$ cat src/rtl/window_limit_irq.sv
module window_limit_irq #(
  parameter int MAG_W = 8
) (
  input  logic               clk,
  input  logic               rst_n,
  input  logic               smp_vld,
  input  logic [MAG_W:0]     smp_val,
  input  logic               lim_we,
  input  logic               lim_sel,
  input  logic [MAG_W+1:0]   lim_wdata,
  input  logic               clr_we,
  input  logic [1:0]         clr_mask,
  output logic               irq,
  output logic [1:0]         trip
);
  localparam int VW = MAG_W + 1;
  localparam int LW = VW + 1;

  logic [LW-1:0] lim_q [2];
  logic [1:0]    hit;
  logic [1:0]    trip_q;

  for (genvar i = 0; i < 2; i++) begin : g_lim
    logic signed [VW-1:0] lv;
    logic                 up;

    always_ff @(posedge clk or negedge rst_n) begin
      if (!rst_n)                          lim_q[i] <= '0;
      else if (lim_we && lim_sel == 1'(i)) lim_q[i] <= lim_wdata;
    end

    assign lv     = lim_q[i][VW-1:0];
    assign up     = lim_q[i][VW];
    assign hit[i] = smp_vld && (up ? ($signed(smp_val) > lv) : ($signed(smp_val) < lv));
  end

  always_ff @(posedge clk or negedge rst_n) begin
    if (!rst_n) trip_q <= '0;
    else        trip_q <= (trip_q & ~(clr_we ? clr_mask : 2'b00)) | hit;
  end

  assign trip = trip_q;
  assign irq  = |trip_q;
endmodule

$ cat config.mk
export PLATFORM = sky130hd
export DESIGN_NAME = window_limit_irq
export DESIGN_NICKNAME = d
export VERILOG_FILES = /design/src/rtl/window_limit_irq.sv
export SDC_FILE = /design/constraint.sdc
export NUM_CORES = 1
export LEC_CHECK = 0
export ABC_AREA = 0
export CAP_MARGIN = 15
export CORE_MARGIN = 4
export CORE_UTILIZATION = 66
export CTS_CLUSTER_SIZE = 8
export DETAILED_ROUTE_END_ITERATION = 6
export DONT_BUFFER_PORTS = 1
export PLACE_DENSITY = 0.91
export SETUP_SLACK_MARGIN = 0.5
export SLEW_MARGIN = 20
export SYNTH_ARGS = -nofsm -noshare
export SYNTH_HDL_FRONTEND = slang
export SYNTH_SLANG_ARGS = --single-unit
$ cat constraint.sdc
create_clock -name clk -period 3.8 [get_ports clk]
set_input_delay 0.76 -clock clk [delete_from_list [all_inputs] [get_ports clk]]
set_output_delay 0.76 -clock clk [all_outputs]
set_load 0.02 [all_outputs]
==> impl_metrics.csv, run 1 <==
group,metric,value,unit
status,status,"completed",
grt,grt_pass1_wl,5009,µm
layout,instances_no_fill,165,
clock_tree,cts_made_buffers,3,
yosys,synthTopCellsByArea,"dfrtp_1, ha_1, mux2_2",
layout,drive_above_1_share,15.94,%
routing,drt-total-wl,3137,µm
timing,clock_skew,0.006163,ns
setup_path,crit_path_cell_trace,"or2_2",
clock_tree,cts_tree,"yes",
timing,slew_headroom,55.62,%
layout,fin_nets,184,
setup_path,crit_buf_inv,0,
yosys,seq_area_frac_synth,40.52,%
yosys,ys_ff_latch,22,
yosys,synth_largest_area_cell,"dfrtp_1",
timing,tns,0,ns
floorplan,dieHeight,53.38,µm
yosys,netlist_area,1359,µm²
setup_path,path_class,"flop to output port",
pwr,power_density,429.5,nW/µm²
grt,grt-ovfl-total,0,
timing,rsz0062_at_grt,"false",
yosys,synthXorXnorAreaFrac,0,%
yosys,synthAdderAreaFrac,16.57,%
hold_path,min_path_type,"input pin to async pin",
pwr,p_leak,0.6822,nW
layout,n_antenna_cell,0,
grt,grt_usage,24.82,%
timing,finalCritPeriodShare,51.14,%
placement,placed_cells,161,
setup_path,critical_path.top_delay_family,"flip-flops",
routing,vias,1048,
clock_tree,cts.sinks,22,
yosys,synth_cell_types,26,
yosys,synth_nets,181,
floorplan,initial_utilization,69.26,%
yosys,synth-simple-area-share,12.15,%
placement,placed_cell_area,1385,µm²
setup_path,end_kind,"output port",
routing,drt_pass1_iterations,5,
timing,hold-worst-slack,0.1231,ns
run,maxCapViolations,0,
timing,timing.fmax,514.5,MHz
grt,grt_pass1_vias,1112,
clock_tree,cts_buffer_depth,2,
placement,preCtsSetupSlack,1.625,ns
yosys,syn-instance-count,136,
timing,tightest_slew,0.6627,ns
clock_tree,cts-root-buf,"clkbuf_4",
yosys,synth.area.mux_share,11.42,%
routing,ant_nets,0,
floorplan,io_pins,30,
floorplan,dieArea,2849,µm²
timing,setup_violations,0,
grt,antenna_found_initial,0,
yosys,synth-compound-area-share,12.71,%
setup_path,crit_arrival,1.18,ns
routing,drc,0,
routing,wire_per_inst,19.01,µm
pwr,power,0.6115,mW
yosys,syn_area_per_cell,9.991,µm²
setup_path,crit_required,3.04,ns
clock_tree,clock_latency,0.31,ns
layout,final_cell_mix,"inv_1, dfrtp_1, ha_1",
layout,fin_util,72.58,%
clock_tree,post_cts_buffers,0,
floorplan,row_count,16,
yosys,synth_edf_count,0,
yosys,yosysTopAreaCellShare,40.52,%
floorplan,die_width,53.38,µm
yosys,yosys_most_used_dff,"dfrtp_1",
routing,drt_iter0_markers,28,
setup_path,slowest_stage,"dfrtp_1",
yosys,yosys_warnings,0,
clock_tree,path_clk_slew,0.12,ns
floorplan,core_area,1962,µm²
placement,hpwl,2305,µm
timing,layout_setup_ws,1.857,ns
pwr,ir_worst_vdd,284.5,µV
placement,gp_congestion,0.9284,
yosys,synth_top_family_by_area,"adder cells",
setup_path,path_max_fanout,3,
setup_path,max_stage_delay,0.49,ns
layout,area_delta_synth_final,4.789,%
routing,vias_per_cell,6.352,
timing,final.min_clock_period,1.943,ns
timing,hold_viol,0,
clock_tree,ctsHtreeMaxLevel,1,
yosys,async_flop_share,100.0,%
clock_tree,cts.hold.buffers_added,0,
layout,final_area,1424,µm²
placement,place.port_buffers,0,
grt,grt_max_degree,23,
timing,slew_violations,0,
clock_tree,cts_resized,0,
setup_path,start_kind,"flop",
[kinds of logic after synthesis]
logic type | Yosys count
DFF | 22
buffers and inverters | 24
AOI/OAI and AO/OA | 26
muxes | 14
adders and majority gates | 18
and+or+nand+nor | 32
[power by group]
part	switching, mW	internal (mW)	total [mW]
sequential	0.0332	0.272	0.305
clock	0.0704	0.0585	0.129
combinational	0.0975	0.0804	0.178
[sequential cells by signal, summed over array words and instances, names as in the netlist]
register / flops
g_lim.lv: 18
g_lim.up: 2
trip: 2
[layout make-up]
type | count | area [µm²]
Tap cell | 27 | 33.78
Sequential cell | 22 | 550.5
Fill cell | 140 | 538.0
Multi-Input combinational cell | 90 | 720.7
Inverter | 22 | 82.58
Clock buffer | 4 | 36.28
[synthesized netlist by cell type (3+ instances only)]
cell type	number
nor2_1	3
ha_1	18
nor3_1	3
nand2_1	14
inv_1	22
o21ai_0	11
dfrtp_1	22
nand4_1	3
mux2_2	12
nor2b_1	3
a21oi_1	4
a211oi_1	4
[final timing paths]
check	start	endpoint	slack (ns)	cells past startpoint
worst max-delay path	trip[1]	irq	1.86	1
worst max register to register	g_lim[1].lv[8]	trip[1]	1.99	7
min in group clk	g_lim[1].lv[6]	g_lim[1].lv[6]	0.52	1
max in group asynchronous	rst_n	g_lim[0].lv[5]	3.60	0
worst min register to register	g_lim[1].lv[6]	g_lim[1].lv[6]	0.52	1
worst min-delay path	rst_n	g_lim[0].lv[2]	0.12	0
[per-layer routing]
| layer | global-route usage, % | share of wire, % |
|---|---|---|
| met1 | 30.25 | 40 |
| met2 | 40.61 | 50 |
| met3 | 5.915 | 7.6 |
| met4 | 11.91 | 2.2 |
| met5 | 0 | 0 |
Power figures use the tool's default switching activity.
==> run 2: changes to the inputs <==
- ABC_AREA: 0 -> 1
- CORE_UTILIZATION: 66 -> 62
- PLACE_DENSITY: 0.91 -> 0.87
- clock period: 3.8 -> 1.85 ns (I/O delays scaled with it)
==> impl_metrics.csv, run 2 <==
group,metric,value,unit
status,status,"complete, but fails checks",
status,violations,"negative hold slack",
yosys,async_flop_share,100.0,%
layout,drive_above_1_share,35.00,%
routing,vias_per_cell,5.518,
timing,rsz0062_at_grt,"true",
grt,grt_usage,20.51,%
yosys,yosys_most_used_dff,"dfrtp_1",
yosys,syn_area_per_cell,7.620,µm²
yosys,yosysTopAreaCellShare,38.23,%
routing,drt_pass1_iterations,4,
yosys,synth_largest_area_cell,"dfrtp_1",
timing,tightest_slew,0.6368,ns
routing,ant_nets,0,
setup_path,path_class,"flop to flop",
layout,final_cell_mix,"nand2_1, inv_1, o21ai_0, dfrtp_1",
setup_path,crit_path_cell_trace,"inv_2 > ha_4 > nand2_4 > nor2_4 > nand3_2 > nand4_1 > nand2_1 > nand2_1 > nand3_1 > nand2_1",
timing,finalCritPeriodShare,85.12,%
placement,placed_cell_area,1553,µm²
pwr,power,1.398,mW
layout,n_antenna_cell,0,
placement,hpwl,2233,µm
setup_path,crit_required,2.12,ns
floorplan,die_width,56.20,µm
setup_path,crit_buf_inv,1,
setup_path,path_max_fanout,3,
yosys,syn-instance-count,189,
grt,grt_pass1_vias,1260,
clock_tree,clock_latency,0.32,ns
setup_path,end_kind,"flop",
hold_path,min_path_type,"input pin to async pin",
pwr,ir_worst_vdd,647.5,µV
layout,final_area,1814,µm²
timing,slew_headroom,57.44,%
timing,hold_viol,22,
floorplan,dieHeight,56.20,µm
layout,largest_reg_flops,18,
setup_path,start_kind,"flop",
floorplan,initial_utilization,65.10,%
timing,slew_violations,0,
grt,grt-ovfl-total,0,
clock_tree,cts_made_buffers,3,
floorplan,dieArea,3158,µm²
floorplan,row_count,17,
pwr,power_density,770.8,nW/µm²
clock_tree,cts-root-buf,"clkbuf_4",
setup_path,crit_arrival,1.84,ns
yosys,netlist_area,1440,µm²
yosys,synth_commonest_cells,"nand2_1, inv_1, dfrtp_1",
run,maxCapViolations,0,
routing,vias,1258,
yosys,ys_ff_latch,22,
grt,grt_pass1_wl,5195,µm
clock_tree,cts.sinks,22,
timing,tns,0,ns
setup_path,slowest_stage,"dfrtp_1",
timing,setup_violations,0,
floorplan,io_pins,30,
timing,hold-worst-slack,-0.01085,ns
layout,area_delta_synth_final,25.98,%
routing,drt_iter0_markers,30,
clock_tree,path_clk_slew,0.13,ns
floorplan,core_area,2212,µm²
yosys,yosys_warnings,0,
clock_tree,cts_buffer_depth,2,
setup_path,critical_path.top_delay_family,"simple AND/OR/NAND/NOR gates",
routing,drt-total-wl,3584,µm
timing,timing.fmax,635.0,MHz
yosys,synth_edf_count,0,
routing,wire_per_inst,15.72,µm
yosys,synthTopCellsByArea,"dfrtp_1, ha_1, nand2_1",
layout,num-fill-cells,128,
yosys,synth_nets,234,
layout,final_common_cell,"nand2_1",
clock_tree,cts_tree,"yes",
yosys,yosysMostFrequentCell,"nand2_1",
yosys,synth_cell_types,15,
grt,antenna_found_initial,0,
layout,fin_nets,247,
timing,final.min_clock_period,1.575,ns
routing,drc,0,
pwr,p_leak,0.9139,nW
setup_path,max_stage_delay,0.41,ns
yosys,seq_area_frac_synth,38.23,%
placement,place.port_buffers,0,
grt,grt_max_degree,23,
clock_tree,ctsHtreeMaxLevel,1,
setup_path,cpMostUsedCell,"nand2_1",
placement,gp_congestion,0.8052,
timing,clock_skew,0.004125,ns
[run 2: cells by family (layout without fill, tap and decap cells)]
| logic type | count (synthesis) | in the layout | synth area share, % |
|---|---|---|---|
| fa+ha+maj | 18 | 18 | 15.64 |
| flops | 22 | 22 | 38.23 |
| buf+inv | 46 | 57 | 11.99 |
| simple gates | 79 | 79 | 25.28 |
| compound gates | 24 | 24 | 8.862 |
[run 2: power breakdown]
group	total [mW]	internal [mW]	switching [mW]	leakage, nW
logic	0.550	0.248	0.302	0.632
registers	0.613	0.549	0.0637	0.268
clock network	0.235	0.0766	0.158	0.0138
[run 2: per-layer routing]
metal | GRT usage (%) | share of wire (%) | routed length (µm) | up-vias
li1 | - | - | - | 605
met3 | 3.944 | 5.8 | 207 | 24
met2 | 35.89 | 49 | 1754 | 57
met5 | 0 | 0 | 0 | -
met4 | 8.475 | 4.6 | 166 | 0
met1 | 24.34 | 41 | 1455 | 572
[run 2: worst paths after layout]
check | startpoint | to | slack, ns | cells after the start
max | g_lim[1].lv[7] | trip[1] | 0.28 | 10
min reg2reg | g_lim[0].lv[4] | g_lim[0].lv[4] | 0.50 | 2
max in group asynchronous | rst_n | trip[1] | 1.50 | 1
min | rst_n | g_lim[1].lv[8] | -0.01 | 1
max reg2reg | g_lim[1].lv[7] | trip[1] | 0.28 | 10
min in group clk | smp_vld | trip[0] | 0.17 | 2
[run 2: timing repair]
item | in CTS | in global routing
setup buffers | 4 | 7
endpoints found under the hold margin | 22 | 0
resized for setup | 10 | 27
hold buffers | 1 | 0
pin swaps | 9 | 25
endpoints found under the setup margin | 3 | 3
[run 2: layout make-up]
| cell class | count | area, µm² | share of cell area [%] |
|---|---|---|---|
| clock buffer | 3 | 22.52 | 1.241 |
| inverter | 42 | 157.7 | 8.690 |
| multi-input combinational | 121 | 958.4 | 52.83 |
| sequential | 22 | 553.0 | 30.48 |
| tap | 28 | 35.03 | 1.931 |
| timing repair buffer | 12 | 87.58 | 4.828 |
[run 2: worst register-to-register path, cell delays in order (launching register included)]
cell     delay [ns]
dfrtp_1        0.41
inv_2          0.06
ha_4           0.28
nand2_4        0.07
nor2_4         0.16
nand3_2        0.11
nand4_1        0.13
nand2_1        0.07
nand2_1        0.09
nand3_1        0.09
nand2_1        0.07
[run 2: stage by stage]
step | utilization [%] | setup slack (ns) | instances
after floorplan | - | 0.5016 | 189
final | 82.01 | 0.2752 | 228
after CTS | 74.83 | 0.3600 | 221
after global routing | 82.01 | 0.1870 | 228
after detailed placement | 70.19 | 0.3530 | 213
after global placement | 70.19 | 0.4110 | 213
